`src/rtl/sdc_pkg.sv`:
```
package sdc_pkg;
  localparam int CMD_W     = 16;
  localparam int IDX_W     = 6;
  localparam int STAT_W    = 11;
  // command word fields
  localparam int B_LONG    = 9;
  localparam int B_NORSP   = 10;
  localparam int B_BUSYW   = 11;
  localparam int B_FAIL    = 14;
  localparam int B_NEW     = 15;
  // status and configuration fields
  localparam int S_TIMEOUT = 6;
  localparam int S_IRQ_LO  = 8;
  localparam int S_BUSY    = 10;
  localparam int C_BUSY_EN = 10;
  // register word addresses
  localparam int A_CMD  = 0;
  localparam int A_ARG  = 1;
  localparam int A_TOUT = 2;
  localparam int A_CDIV = 3;
  localparam int A_RSP0 = 4;
  localparam int A_STAT = 8;
  localparam int A_CFG  = 9;

  typedef enum logic [1:0] {HS_IDLE, HS_REQ, HS_WAIT} hs_state_t;
endpackage

```
`src/rtl/sdc_handshake.sv`:
```
module sdc_handshake
  import sdc_pkg::*;
#(
  parameter int IW = 6,
  parameter int AW = 32
) (
  input  logic          clk,
  input  logic          rst_n,
  input  logic          launch,
  input  logic [IW-1:0] launch_idx,
  input  logic [AW-1:0] launch_arg,
  output logic          req_valid,
  input  logic          req_ready,
  output logic [IW-1:0] req_index,
  output logic [AW-1:0] req_arg,
  input  logic          rsp_valid,
  output logic          rsp_ready,
  output logic          busy,
  output logic          done
);
  hs_state_t st;

  always_ff @(posedge clk or negedge rst_n) begin
    if (!rst_n) begin
      st        <= HS_IDLE;
      req_index <= '0;
      req_arg   <= '0;
    end else begin
      case (st)
        HS_IDLE: if (launch) begin
          st        <= HS_REQ;
          req_index <= launch_idx;
          req_arg   <= launch_arg;
        end
        HS_REQ:  if (req_ready) st <= HS_WAIT;
        HS_WAIT: if (rsp_valid) st <= HS_IDLE;
        default: st <= HS_IDLE;
      endcase
    end
  end

  assign req_valid = (st == HS_REQ);
  assign rsp_ready = (st == HS_WAIT);
  assign busy      = (st != HS_IDLE);
  assign done      = rsp_ready && rsp_valid;

  assert_req_hold_R2: assert property (@(posedge clk) disable iff (!rst_n)
    (req_valid && !req_ready) |=> (req_valid && $stable(req_index) && $stable(req_arg)));
endmodule

```
`src/rtl/sdc_rsp_check.sv`:
```
module sdc_rsp_check
  import sdc_pkg::*;
#(
  parameter int WORDS = 4,
  parameter int WW    = 32,
  localparam int NBYTES = WORDS * WW / 8,
  localparam int LW     = $clog2(NBYTES + 1)
) (
  input  logic                      no_rsp,
  input  logic                      long_rsp,
  input  logic [LW-1:0]             rsp_len,
  input  logic                      rsp_err,
  input  logic [8*NBYTES-1:0]       rsp_data,
  output logic                      fail,
  output logic                      load,
  output logic [WORDS-1:0][WW-1:0]  words
);
  localparam int SHORT_LEN = WW / 8;

  logic is_short, is_long, bad_len;
  assign is_short = (rsp_len == LW'(SHORT_LEN));
  assign is_long  = (rsp_len == LW'(NBYTES));
  assign bad_len  = (rsp_len == '0) || (is_short && long_rsp) || (!is_short && !is_long);
  assign fail     = rsp_err || (!no_rsp && bad_len);
  assign load     = !fail && !no_rsp;

  for (genvar w = 0; w < WORDS; w++) begin : g_word
    if (w == 0) begin : g_first
      assign words[w] = is_short ? rsp_data[8*NBYTES-1 -: WW] : rsp_data[w*WW +: WW];
    end else begin : g_rest
      assign words[w] = is_short ? '0 : rsp_data[w*WW +: WW];
    end
  end
endmodule

```
`src/rtl/sd_cmd_issue.sv`:
```
module sd_cmd_issue
  import sdc_pkg::*;
#(
  parameter int AW        = 4,
  parameter int DW        = 32,
  parameter int RSP_WORDS = 4,
  localparam int RSP_BYTES = RSP_WORDS * DW / 8,
  localparam int LW        = $clog2(RSP_BYTES + 1)
) (
  input  logic                   clk,
  input  logic                   rst_n,
  input  logic                   wr_en,
  input  logic [AW-1:0]          wr_addr,
  input  logic [DW-1:0]          wr_data,
  input  logic [AW-1:0]          rd_addr,
  output logic [DW-1:0]          rd_data,
  output logic                   req_valid,
  input  logic                   req_ready,
  output logic [IDX_W-1:0]       req_index,
  output logic [DW-1:0]          req_arg,
  input  logic                   rsp_valid,
  output logic                   rsp_ready,
  input  logic [LW-1:0]          rsp_len,
  input  logic                   rsp_err,
  input  logic [8*RSP_BYTES-1:0] rsp_data,
  output logic                   irq
);
  logic [CMD_W-1:0]               cmd_q;
  logic [DW-1:0]                  arg_q, cfg_q;
  logic [STAT_W-1:0]              stat_q, stat_n;
  logic [RSP_WORDS-1:0][DW-1:0]   rsp_q, words;
  logic busy, done, fail, load, wr_cmd, wr_stat, launch;

  assign wr_cmd  = wr_en && (wr_addr == AW'(A_CMD)) && !busy;
  assign wr_stat = wr_en && (wr_addr == AW'(A_STAT));
  assign launch  = wr_cmd && wr_data[B_NEW];

  sdc_handshake #(.IW(IDX_W), .AW(DW)) u_hs (
    .clk, .rst_n, .launch,
    .launch_idx(wr_data[IDX_W-1:0]), .launch_arg(arg_q),
    .req_valid, .req_ready, .req_index, .req_arg,
    .rsp_valid, .rsp_ready, .busy, .done
  );

  sdc_rsp_check #(.WORDS(RSP_WORDS), .WW(DW)) u_chk (
    .no_rsp(cmd_q[B_NORSP]), .long_rsp(cmd_q[B_LONG]),
    .rsp_len, .rsp_err, .rsp_data, .fail, .load, .words
  );

  always_comb begin
    stat_n = stat_q;
    if (wr_stat) stat_n = stat_q & ~wr_data[STAT_W-1:0];
    if (done && fail) stat_n[S_TIMEOUT] = 1'b1;
    if (done && !fail && cmd_q[B_BUSYW] && cfg_q[C_BUSY_EN]) stat_n[S_BUSY] = 1'b1;
  end

  always_ff @(posedge clk or negedge rst_n) begin
    if (!rst_n) begin
      cmd_q  <= '0;
      arg_q  <= '0;
      cfg_q  <= '0;
      stat_q <= '0;
      rsp_q  <= '0;
      irq    <= 1'b0;
    end else begin
      stat_q <= stat_n;
      irq    <= |stat_q[S_BUSY:S_IRQ_LO];
      if (wr_cmd) cmd_q <= wr_data[CMD_W-1:0];
      else if (done) begin
        cmd_q[B_NEW] <= 1'b0;
        if (fail) cmd_q[B_FAIL] <= 1'b1;
      end
      if (wr_en && wr_addr == AW'(A_ARG)) arg_q <= wr_data;
      if (wr_en && wr_addr == AW'(A_CFG)) cfg_q <= wr_data;
      if (done && load) rsp_q <= words;
    end
  end

  always_comb begin
    rd_data = '0;
    if (rd_addr == AW'(A_CMD))  rd_data = DW'(cmd_q);
    if (rd_addr == AW'(A_ARG))  rd_data = arg_q;
    if (rd_addr == AW'(A_STAT)) rd_data = DW'(stat_q);
    if (rd_addr == AW'(A_CFG))  rd_data = cfg_q;
    for (int w = 0; w < RSP_WORDS; w++)
      if (rd_addr == AW'(A_RSP0 + w)) rd_data = rsp_q[w];
  end

  assert_new_cleared_R3: assert property (@(posedge clk) disable iff (!rst_n)
    done |=> !cmd_q[B_NEW]);
  assert_fail_marks_R5: assert property (@(posedge clk) disable iff (!rst_n)
    (done && fail) |=> (cmd_q[B_FAIL] && stat_q[S_TIMEOUT]));
  assert_fail_keeps_rsp_R5: assert property (@(posedge clk) disable iff (!rst_n)
    (done && fail) |=> $stable(rsp_q));
  assert_short_zero_R6: assert property (@(posedge clk) disable iff (!rst_n)
    (done && load && rsp_len == LW'(DW / 8)) |=> (rsp_q[RSP_WORDS-1] == '0));
  assert_no_busy_on_fail_R9: assert property (@(posedge clk) disable iff (!rst_n)
    (done && fail && !wr_stat) |=> $stable(stat_q[S_BUSY]));
  assert_irq_source_R11: assert property (@(posedge clk) disable iff (!rst_n)
    $rose(irq) |-> $past(|stat_q[S_BUSY:S_IRQ_LO]));
endmodule

```
`config.mk`:
```
export PLATFORM = sky130hd
export DESIGN_NAME = sd_cmd_issue
export DESIGN_NICKNAME = d
export VERILOG_FILES = /design/src/rtl/sdc_pkg.sv /design/src/rtl/sdc_handshake.sv /design/src/rtl/sdc_rsp_check.sv /design/src/rtl/sd_cmd_issue.sv
export SDC_FILE = /design/constraint.sdc
export NUM_CORES = 1
export LEC_CHECK = 0
export ABC_AREA = 1
export BUFFER_PORTS_ARGS = -buffer_cell sky130_fd_sc_hd__clkbuf_2
export CAP_MARGIN = 20
export CORE_ASPECT_RATIO = 0.9
export CORE_MARGIN = 3
export CORE_UTILIZATION = 60
export DETAILED_ROUTE_END_ITERATION = 16
export PLACE_DENSITY = 0.87
export SYNTH_ARGS = -nofsm -noshare
export SYNTH_HDL_FRONTEND = slang
export SYNTH_SLANG_ARGS = --single-unit
```
`constraint.sdc`:
```
create_clock -name clk -period 2.3 [get_ports clk]
set_input_delay 0.46 -clock clk [delete_from_list [all_inputs] [get_ports clk]]
set_output_delay 0.46 -clock clk [all_outputs]
set_load 0.03 [all_outputs]
```
==> out/metrics.cfg, run 1 <==
[critical_path]
required_ns = 1.84
path_cells = clkbuf_8, inv_2, buf_4, nor2_4, nand2_4, nor2_4, buf_4, clkbuf_16, nand2_1, o2111ai_2, nor2_1, nand2_1, clkbuf_2
cp_slowest_stage_delay_ns = 0.22
path_class = in2out
cp_max_fo = 6
arrival_ns = 1.89
crit_path_end_kind = output port
slowest_stage = clkbuf_2
critPathLaunchType = primary input

[clocking]
htree_num_levels = 1
root_buffer = clkbuf_16
cts_tree = built
cts_buffers = 28
clock_sinks = 260
clkTransAtPathRegs_ns = 0.06
clockBufferDepth = 3
insertion_delay_ns = 0.54

[floorplan]
die-area_sq_um = 23300
chipWidth_um = 161
die_h_um = 145
start_util = 0.616
std_cell_rows = 50
ios = 252
core_sq_um = 21000

[finish]
nets = 2157
antenna_cells = 0
syn2layout_area_growth_pct = 27.4
layout.cells.non_filler = 2286
drive_gt1_frac = 0.219

[drt]
vias = 13300
drc_errors = 0
post_drt_wl_per_cell_um = 18.2
drtPass1Iterations = 8
post_drt_via_cell_ratio = 5.80
drtIter0Drc = 1636
antenna_left = 0
drt-total-wl_um = 41500

[sta]
tightest_slew_ns = 0.618
drv_slew = 0
max_clock_freq_ghz = 0.426
period_minus_slack_ns = 2.35
fin_crit_sh = 1.02
setup_viol = 11
fin_skew_ns = 0.0160
setup_ws_ns = -0.0467
relSlewSlack = 0.588
rsz0062_at_grt = yes
hold_viol_final = 0
finalSetupTns_ns = -0.190

[global_route]
grt_first_pass_wirelength_um = 63400
grt_max_degree = 132
grt_remaining_overflow = 0
grt_use_total = 0.332
grt_pass1_vias = 12400
antenna_found_initial = 1

[yosys]
ys_top_cells_by_area = dfrtp_1 (50%), nand2_1 (19%), nand4_1 (6.9%)
synth_top_area_frac = 0.504
async_reset_ff_frac = 1.00
synth_cell_types = 25
syn_avg_cell_area_sq_um = 7.40
synth_top_area_cell = dfrtp_1
synth_enable_flop_cells = 0
synth_nets = 1924
ys_ff_latch = 260
yosysMostFrequentCell = nand2_1
synthFlopType = dfrtp_1
ys_top_cells_by_count = nand2_1 (643), dfrtp_1 (260), inv_1 (188), nand4_1 (143), nor2_1 (143)
netlist_instances = 1745
yosysSeqAreaShare = 0.504
netlist_area_sq_um = 12900
yosysWarningCount = 0

[flow_run]
max_cap_violations = 0

[run_status]
violations = setup timing
outcome = finished with violations

[power]
leakage_nw = 9.18
powerDensity_nw_per_um2 = 796
ir_worst_vdd_mv = 0.478
finalPower_mw = 13.1

[placed_design]
dp_cells = 2223
dp_slack_ns = -0.470
place_hpwl_um = 26200
gp_congestion = 0.927
portBuffers = 251

[worst_hold_path]
hold_class = in2reg

==> per-stage QoR <==
step / hold WS, ns / utilization / area [sq um]
after floorplan: 0.164 / - / 12900
after CTS: 0.0904 / 0.766 / 16100
final: 0.0982 / 0.785 / 16500
after global placement: 0.442 / 0.702 / 14700
after global routing: 0.0993 / 0.785 / 16500
after detailed placement: 0.445 / 0.702 / 14700
==> layer usage <==
layer	vias to the layer above	wire length, um	global-route usage
met4	2	1420	0.0998
met2	950	18700	0.493
met3	137	5030	0.0808
met5	-	10	0
li1	6011	-	-
met1	6156	16400	0.487
==> worst max-delay path: cells and delay by family <==
family                 cells  cell delay (ns)
AND/OR/NAND/NOR            6             0.53
buffers and inverters      6             0.80
AO/OA/AOI/OAI              1             0.09
==> kinds of logic (layout without fill, tap and decap cells) <==
logic type,Yosys count,after routing,synth area share
and+or+nand+nor,998,998,0.330
AOI/OAI and AO/OA,181,181,0.0709
buffers and inverters,306,561,0.0952
DFF,260,260,0.504
==> cell usage in the layout, fill, tap and decap left out, types with 2 or more instances in the layout <==
| cell type | instances |
|---|---|
| a21oi_1 | 22 |
| a21oi_2 | 6 |
| buf_12 | 17 |
| buf_4 | 44 |
| buf_6 | 14 |
| buf_8 | 4 |
| bufinv_16 | 8 |
| clkbuf_16 | 32 |
| clkbuf_2 | 218 |
| clkbuf_4 | 4 |
| clkbuf_8 | 15 |
| clkinv_2 | 6 |
| clkinvlp_4 | 4 |
| dfrtp_1 | 260 |
| inv_1 | 184 |
| inv_2 | 5 |
| inv_4 | 2 |
| nand2_1 | 625 |
| nand2_2 | 14 |
| nand2_4 | 3 |
| nand3_1 | 33 |
| nand3_2 | 5 |
| nand3b_1 | 14 |
| nand4_1 | 143 |
| nor2_1 | 133 |
| nor2_2 | 4 |
| nor2_4 | 10 |
| nor3_4 | 2 |
| nor3b_2 | 5 |
| nor3b_4 | 2 |
| o21ai_0 | 118 |
| o21ai_1 | 23 |
| o21ai_2 | 3 |
| o21ai_4 | 6 |
==> final timing paths <==
kind	from	endpoint	slack, ns	depth (start not counted)
worst max-delay path	rd_addr[3]	rd_data[30]	-0.05	13
worst min-delay path	wr_data[5]	stat_q[5]	0.1	2
worst max register to register	cmd_q[10]	rsp_q[25]	0.41	8
worst min register to register	u_hs.req_arg[5]	u_hs.req_arg[5]	0.48	2
max in group asynchronous	rst_n	rsp_q[76]	1.12	3
min in group asynchronous	rst_n	u_hs.req_arg[11]	0.46	2
==> layout make-up <==
type | count | area [sq um]
multi-input combinational | 1179 | 5520
fill | 1366 | 4500
timing repair buffer | 318 | 2280
clock inverter | 19 | 317
inverter | 191 | 722
clock buffer | 33 | 759
tap | 286 | 358
sequential | 260 | 6510
==> where the power goes <==
group / switching (mW) / internal, mW
combinational: 1.54 / 0.765
clock: 1.93 / 3.26
sequential: 0.434 / 5.18
==> registers in the layout, indices dropped and copies added (netlist names) <==
name and flops:
u_hs.st 2, stat_q 11, u_hs.req_index 6, u_hs.req_arg 32
arg_q 32, rsp_q 128, cfg_q 32, irq 1
cmd_q 16
==> what timing repair did <==
| item | in CTS | in global routing |
|---|---|---|
| endpoints found under the setup margin | 32 | 32 |
| gates resized for setup | 78 | 101 |
| gates cloned | 1 | 5 |
| hold buffers | 1 | 0 |
| hold endpoints to repair | 58 | 0 |
| pin swaps | 8 | 15 |
| setup buffers | 1 | 5 |
Power figures use the tool's default switching activity.
==> run 2, diff against run 1 <==
--- a/config.mk
+++ b/config.mk
@@ -5,14 +5,15 @@
 export SDC_FILE = /design/constraint.sdc
 export NUM_CORES = 1
 export LEC_CHECK = 0
-export ABC_AREA = 1
+export ABC_AREA = 0
 export BUFFER_PORTS_ARGS = -buffer_cell sky130_fd_sc_hd__clkbuf_2
 export CAP_MARGIN = 20
 export CORE_ASPECT_RATIO = 0.9
 export CORE_MARGIN = 3
-export CORE_UTILIZATION = 60
+export CORE_UTILIZATION = 59
+export CTS_CLUSTER_DIAMETER = 40
 export DETAILED_ROUTE_END_ITERATION = 16
-export PLACE_DENSITY = 0.87
+export PLACE_DENSITY = 0.86
 export SYNTH_ARGS = -nofsm -noshare
 export SYNTH_HDL_FRONTEND = slang
 export SYNTH_SLANG_ARGS = --single-unit
==> run 2 against run 1 <==
The flow still finishes with violations (setup timing). Sequential share of layout area increased by 2.3 points. Design area decreased by 5.5%. Setup slack better by 0.019 ns. Synthesized cell count decreased by 35%. Global-route usage is 3.4 points lower. Die area down 4.4%. Clock power up 3%. Highest routed layer is now met4. Routed wire length is 18% lower. Clock-buffer cell count rose by 15. First-iteration DRC count decreased by 54%.
==> out/metrics.cfg, run 2 <==
[run_status]
outcome = finished with violations
violations = setup timing

[sta]
fin_crit_sh = 1.01  ; -0.00844
setup_viol = 2  ; -9
drv_slew = 0  ; unchanged
hold_viol_final = 0  ; unchanged
rsz0062_at_grt = yes
max_clock_freq_ghz = 0.430  ; +0.83%
fin_skew_ns = 0.0161  ; +0.0000614 ns
relSlewSlack = 0.666  ; +0.0786
period_minus_slack_ns = 2.33  ; -0.0194 ns
tightest_slew_ns = 0.499  ; -0.119 ns
setup_ws_ns = -0.0273  ; +0.0194 ns

[yosys]
yosysWarningCount = 0  ; unchanged
synth_cell_types = 42  ; +68%
synth_nets = 1312  ; -32%
yosysSeqAreaShare = 0.537  ; +0.0329
ys_top_cells_by_area = dfrtp_1 (54%), nand2_1 (7.8%), mux2_2 (7.7%)
netlist_instances = 1133  ; -35%
synthFlopType = dfrtp_1
synth_top_area_cell = dfrtp_1
synth_enable_flop_cells = 0  ; unchanged
async_reset_ff_frac = 1.00  ; unchanged
ys_top_cells_by_count = dfrtp_1 (260), nand2_1 (252), o21ai_0 (155), mux2i_1 (93), mux2_2 (83)
yosysMostFrequentCell = dfrtp_1
synth_top_area_frac = 0.537  ; +0.0329
syn_avg_cell_area_sq_um = 10.7  ; +45%
netlist_area_sq_um = 12100  ; -6.1%
ys_ff_latch = 260  ; unchanged

[clocking]
cts_buffers = 35  ; +25%
htree_num_levels = 2  ; +1
clockBufferDepth = 3  ; unchanged
root_buffer = clkbuf_16
clkTransAtPathRegs_ns = 0.06  ; about the same
insertion_delay_ns = 0.50  ; -0.04 ns
cts_tree = built
clock_sinks = 260  ; unchanged

[drt]
post_drt_wl_per_cell_um = 20.2  ; +12%
drc_errors = 0  ; unchanged
drtIter0Drc = 750  ; -54%
antenna_left = 0  ; unchanged
drtPass1Iterations = 5  ; -3
post_drt_via_cell_ratio = 5.80  ; about the same
drt-total-wl_um = 33900  ; -18%
vias = 9721  ; -27%

[placed_design]
portBuffers = 251  ; unchanged
place_hpwl_um = 23800  ; -9.2%
gp_congestion = 0.916  ; -1.2%

[finish]
drive_gt1_frac = 0.380  ; +0.162
fill_cells = 1269  ; -7.1%
regMostFlops = rsp_q
utilization = 0.773  ; -0.0120
nets = 1573  ; -27%
final_common_cell = dfrtp_1
largest_register_ffs = 128  ; unchanged
final_cell_mix = dfrtp_1 (260), nand2_1 (250), clkbuf_2 (231), o21ai_0 (147), mux2i_1 (90)
syn2layout_area_growth_pct = 28.2

[critical_path]
required_ns = 1.84  ; about the same
crit_path_end_kind = output port
arrival_ns = 1.87  ; -0.02 ns
critPathLaunchType = flip-flop
path_class = reg2out
cp_max_fo = 2  ; -4

[global_route]
antenna_found_initial = 1  ; unchanged
grt_first_pass_wirelength_um = 52400  ; -17%
grt_use_total = 0.298  ; -0.0343
grt_pass1_vias = 9710  ; -22%
grt_max_degree = 75  ; -43%
grt_remaining_overflow = 0  ; unchanged

[floorplan]
die_h_um = 142  ; -2.2%
die-area_sq_um = 22300  ; -4.4%
std_cell_rows = 49  ; -2.0%
ios = 252  ; unchanged
start_util = 0.603  ; -0.0134
chipWidth_um = 157  ; -2.2%
core_sq_um = 20100  ; -4.0%

[flow_run]
max_cap_violations = 0  ; unchanged

[power]
finalPower_mw = 12.9  ; -1.7%
ir_worst_vdd_mv = 0.505  ; +5.7%
powerDensity_nw_per_um2 = 828  ; +4.0%
leakage_nw = 8.03  ; -13%

[worst_hold_path]
hold_class = in2reg

==> run 2: cell count changes after synthesis, moves of 38 or more <==
cell	previous run	this run
mux2_4	0	38
nand2_1	643	252
nor2_1	143	41
inv_1	188	8
mux2i_1	0	93
buf_2	50	1
nand4_1	143	1
mux2_2	0	83
==> run 2: layer usage <==
layer  part of all wire  global-route usage  up-vias
met4              0.028              0.0900        0
li1                   -                   -     4491
met1               0.44               0.437     4792
met3              0.069              0.0529       61
met5                  0                   0        -
met2               0.46               0.461      377
==> run 2: power breakdown <==
group	switching, mW	total [mW]	internal (mW)
Combinational	1.12	2.07	0.950
Clock	2.04	5.35	3.30
Sequential	0.372	5.46	5.09
Total	3.54	12.9	9.34
==> run 2: worst paths after layout <==
kind                       cells after the start        from          endpoint  slack [ns]
setup / recovery                               4   rsp_q[95]       rd_data[31]       -0.03
hold / removal                                 2   req_ready        u_hs.st[0]        0.18
setup reg to reg                               4  u_hs.st[0]  u_hs.req_arg[24]        0.28
hold reg to reg                                2   rsp_q[33]         rsp_q[33]        0.47
max in group asynchronous                      3       rst_n         cfg_q[21]        1.15
min in group asynchronous                      2       rst_n  u_hs.req_arg[27]        0.47
==> run 2: final cells by class <==
class,count,area [sq um],area share
inverter,9,33.8,0.00217
timing repair buffer,307,2010,0.129
clock inverter,15,136,0.00877
sequential,260,6510,0.418
antenna,1,2.50,0.000161
tap,255,319,0.0205
clock buffer,48,1040,0.0667
multi-input combinational,781,5510,0.354
==> run 2: per-stage QoR <==
| stage | worst slack (ns) | TNS [ns] | cell area [sq um] | cells | hold slack [ns] |
|---|---|---|---|---|---|
| after floorplan | -0.139 | -5.22 | 12300 | 1133 | 0.164 |
| after global placement | -0.212 | -8.02 | 14200 | 1605 | 0.384 |
| after detailed placement | -0.302 | -11.49 | 14200 | 1605 | 0.390 |
| after CTS | -0.0491 | -0.0561 | 15500 | 1672 | 0.161 |
| after global routing | -0.0930 | -0.334 | 15600 | 1676 | 0.172 |
| final | -0.0273 | -0.0429 | 15600 | 1676 | 0.179 |
==> run 2: repair_timing <==
item,4_1_cts,5_1_grt
hold endpoints to repair,38,0
hold buffers,1,0
pin swaps,2,2
gates resized for setup,20,32
endpoints found under the setup margin,27,31
buffers inserted,3,3
==> run 2: kinds of logic (layout without fill, tap and decap cells) <==
logic type,count (synthesis),count (layout),share of synthesized area
AND/OR/NAND/NOR,315,315,0.103
flip-flops,260,260,0.537
AO/OA/AOI/OAI,247,247,0.119
multiplexers,219,219,0.210
buffers and inverters,92,379,0.0317
other,0,1,0
==> run 2: critical path, stage by stage, from the launching register on <==
cell and delay (ns):
dfrtp_1 0.37, mux4_2 0.47, a221oi_2 0.26, a21oi_2 0.09, clkbuf_8 0.17
==> run 3, diff against run 2 <==
--- a/config.mk
+++ b/config.mk
@@ -6,14 +6,14 @@
 export NUM_CORES = 1
 export LEC_CHECK = 0
 export ABC_AREA = 0
-export BUFFER_PORTS_ARGS = -buffer_cell sky130_fd_sc_hd__clkbuf_2
 export CAP_MARGIN = 20
 export CORE_ASPECT_RATIO = 0.9
 export CORE_MARGIN = 3
-export CORE_UTILIZATION = 59
+export CORE_UTILIZATION = 61
 export CTS_CLUSTER_DIAMETER = 40
 export DETAILED_ROUTE_END_ITERATION = 16
-export PLACE_DENSITY = 0.86
+export DONT_BUFFER_PORTS = 1
+export PLACE_DENSITY = 0.78
 export SYNTH_ARGS = -nofsm -noshare
 export SYNTH_HDL_FRONTEND = slang
 export SYNTH_SLANG_ARGS = --single-unit
==> run 3 against run 2 <==
The run ends with hold timing left. Utilization decreased by 5.1 points. Die area decreased by 3.2%. Largest power group unchanged. Clock power decreased by 1%. Critical path depth decreased by 1.
==> out/metrics.cfg, run 3 (synthesis results as in run 2) <==
[sta]
timing.hold.ws_ns = -0.343  ; -0.522 ns
period_minus_slack_ns = 2.27  ; -0.0614 ns
max_clock_freq_ghz = 0.441  ; +2.7%
relSlewSlack = 0.491  ; -0.175
drv_slew = 0  ; unchanged
setup_ws_ns = 0.0342  ; +0.0614 ns
setup_viol = 0  ; -2
fin_crit_sh = 0.985  ; -0.0267
fin_skew_ns = 0.0139  ; -0.00223 ns
tightest_slew_ns = 0.761  ; +0.262 ns
hold_viol_final = 260  ; +260
rsz0062_at_grt = no

[critical_path]
startpoint = rsp_q[117]
cp_max_fo = 2  ; unchanged
required_ns = 1.84  ; about the same
r2r_cells = 4  ; unchanged
r2r_start = u_hs.st[0]
critPathLaunchType = flip-flop
path_class = reg2out
crit_path_end_kind = output port
arrival_ns = 1.81  ; -0.06 ns

[finish]
syn2layout_area_growth_pct = 15.2
nets = 1310  ; -17%
layout.cells.non_filler = 1405  ; -16%
largest_register_ffs = 128  ; unchanged
design_area_sq_um = 14000  ; -10%
antenna_cells = 0  ; -1
final_common_cell = dfrtp_1
utilization = 0.722  ; -0.0511
drive_gt1_frac = 0.235  ; -0.145
regMostFlops = rsp_q
final_cell_mix = dfrtp_1 (260), nand2_1 (249), o21ai_0 (147), mux2i_1 (91), mux2_2 (83)

[power]
ir_worst_vdd_mv = 0.527  ; +4.3%
finalPower_mw = 12.2  ; -5.0%
powerDensity_nw_per_um2 = 876  ; +5.8%
leakage_nw = 6.83  ; -15%

[clocking]
clkTransAtPathRegs_ns = 0.06  ; about the same
cts_tree = built
insertion_delay_ns = 0.50  ; about the same
clockBufferDepth = 3  ; unchanged
cts_buffers = 34  ; -2.9%
root_buffer = clkbuf_16
htree_num_levels = 2  ; unchanged
clock_sinks = 260  ; unchanged

[floorplan]
ios = 252  ; unchanged
core_sq_um = 19300  ; -3.8%
die-area_sq_um = 21600  ; -3.2%
start_util = 0.627  ; +0.0240
std_cell_rows = 48  ; -2.0%
die_h_um = 140  ; -1.6%
chipWidth_um = 155  ; -1.6%

[drt]
antenna_left = 0  ; unchanged
drt-total-wl_um = 30000  ; -11%
drc_errors = 0  ; unchanged
vias = 8445  ; -13%
drtPass1Iterations = 5  ; unchanged
post_drt_via_cell_ratio = 6.01  ; +3.6%
post_drt_wl_per_cell_um = 21.4  ; +5.6%
drtIter0Drc = 577  ; -23%

[global_route]
antenna_found_initial = 0  ; -1
grt_use_total = 0.276  ; -0.0220
grt_remaining_overflow = 0  ; unchanged
grt_max_degree = 261  ; +250%
grt_pass1_vias = 8406  ; -13%
grt_first_pass_wirelength_um = 47000  ; -10%

[worst_hold_path]
hold_class = in2async

[placed_design]
portBuffers = 0  ; -100%
dp_cells = 1345  ; -16%
dp_slack_ns = -0.147  ; +0.156 ns
place_hpwl_um = 21000  ; -12%
place_area_sq_um = 12800  ; -10%
gp_congestion = 0.876  ; -4.4%

[flow_run]
max_cap_violations = 0  ; unchanged

[run_status]
violations = hold timing
outcome = finished with violations

run 3: final cells by class:
cell class	count	area, sq um
clock inverters	18	216
well taps	250	313
inverters	9	33.8
flip-flops and latches	260	6510
multi-input cells	781	5480
repair buffers	45	479
clock buffers	42	942
fillers	1353	5370
run 3: power breakdown:
part	leakage, nW	internal (mW)	total (mW)	switching, mW
clock	0.561	3.29	5.28	1.99
sequential	3.47	5.08	5.70	0.616
combinational	2.80	0.685	1.25	0.570
total	6.83	9.06	12.2	3.17
run 3: per-stage QoR:
step,TNS (ns),hold WS [ns]
floorplan,-5.22,0.164
global placement,-3.82,0.173
detailed placement,-4.66,0.172
CTS,0,-0.353
global route,0,-0.362
finish,0,-0.343
run 3: what timing repair did:
item                       in CTS  in global routing
setup buffers                   0                  0
gates cloned                    0                  0
hold endpoints to repair      260                260
resized for setup               2                  5
pin swaps                       0                  1
setup endpoints to repair       2                  5
run 3: final timing paths:
kind	to	slack (ns)
min in group clk	stat_q[9]	0.06
min reg2reg	rsp_q[42]	0.47
min	u_hs.req_arg[5]	-0.34
max	rd_data[21]	0.03
max reg2reg	u_hs.req_arg[30]	0.33
max in group asynchronous	rsp_q[97]	2.20
run 3: critical path, stage by stage (launching register included):
cell,delay (ns)
dfrtp_1,0.38
mux4_2,0.53
a221oi_2,0.26
a21oi_2,0.14
run 3: routing by layer:
layer  global-route usage  wire (um)  up-vias
met5                    0          0        -
met4               0.0720        629        0
met3               0.0712       2310       47
met2                0.396      13100      293
met1                0.421      14000     4148
li1                     -          -     3957
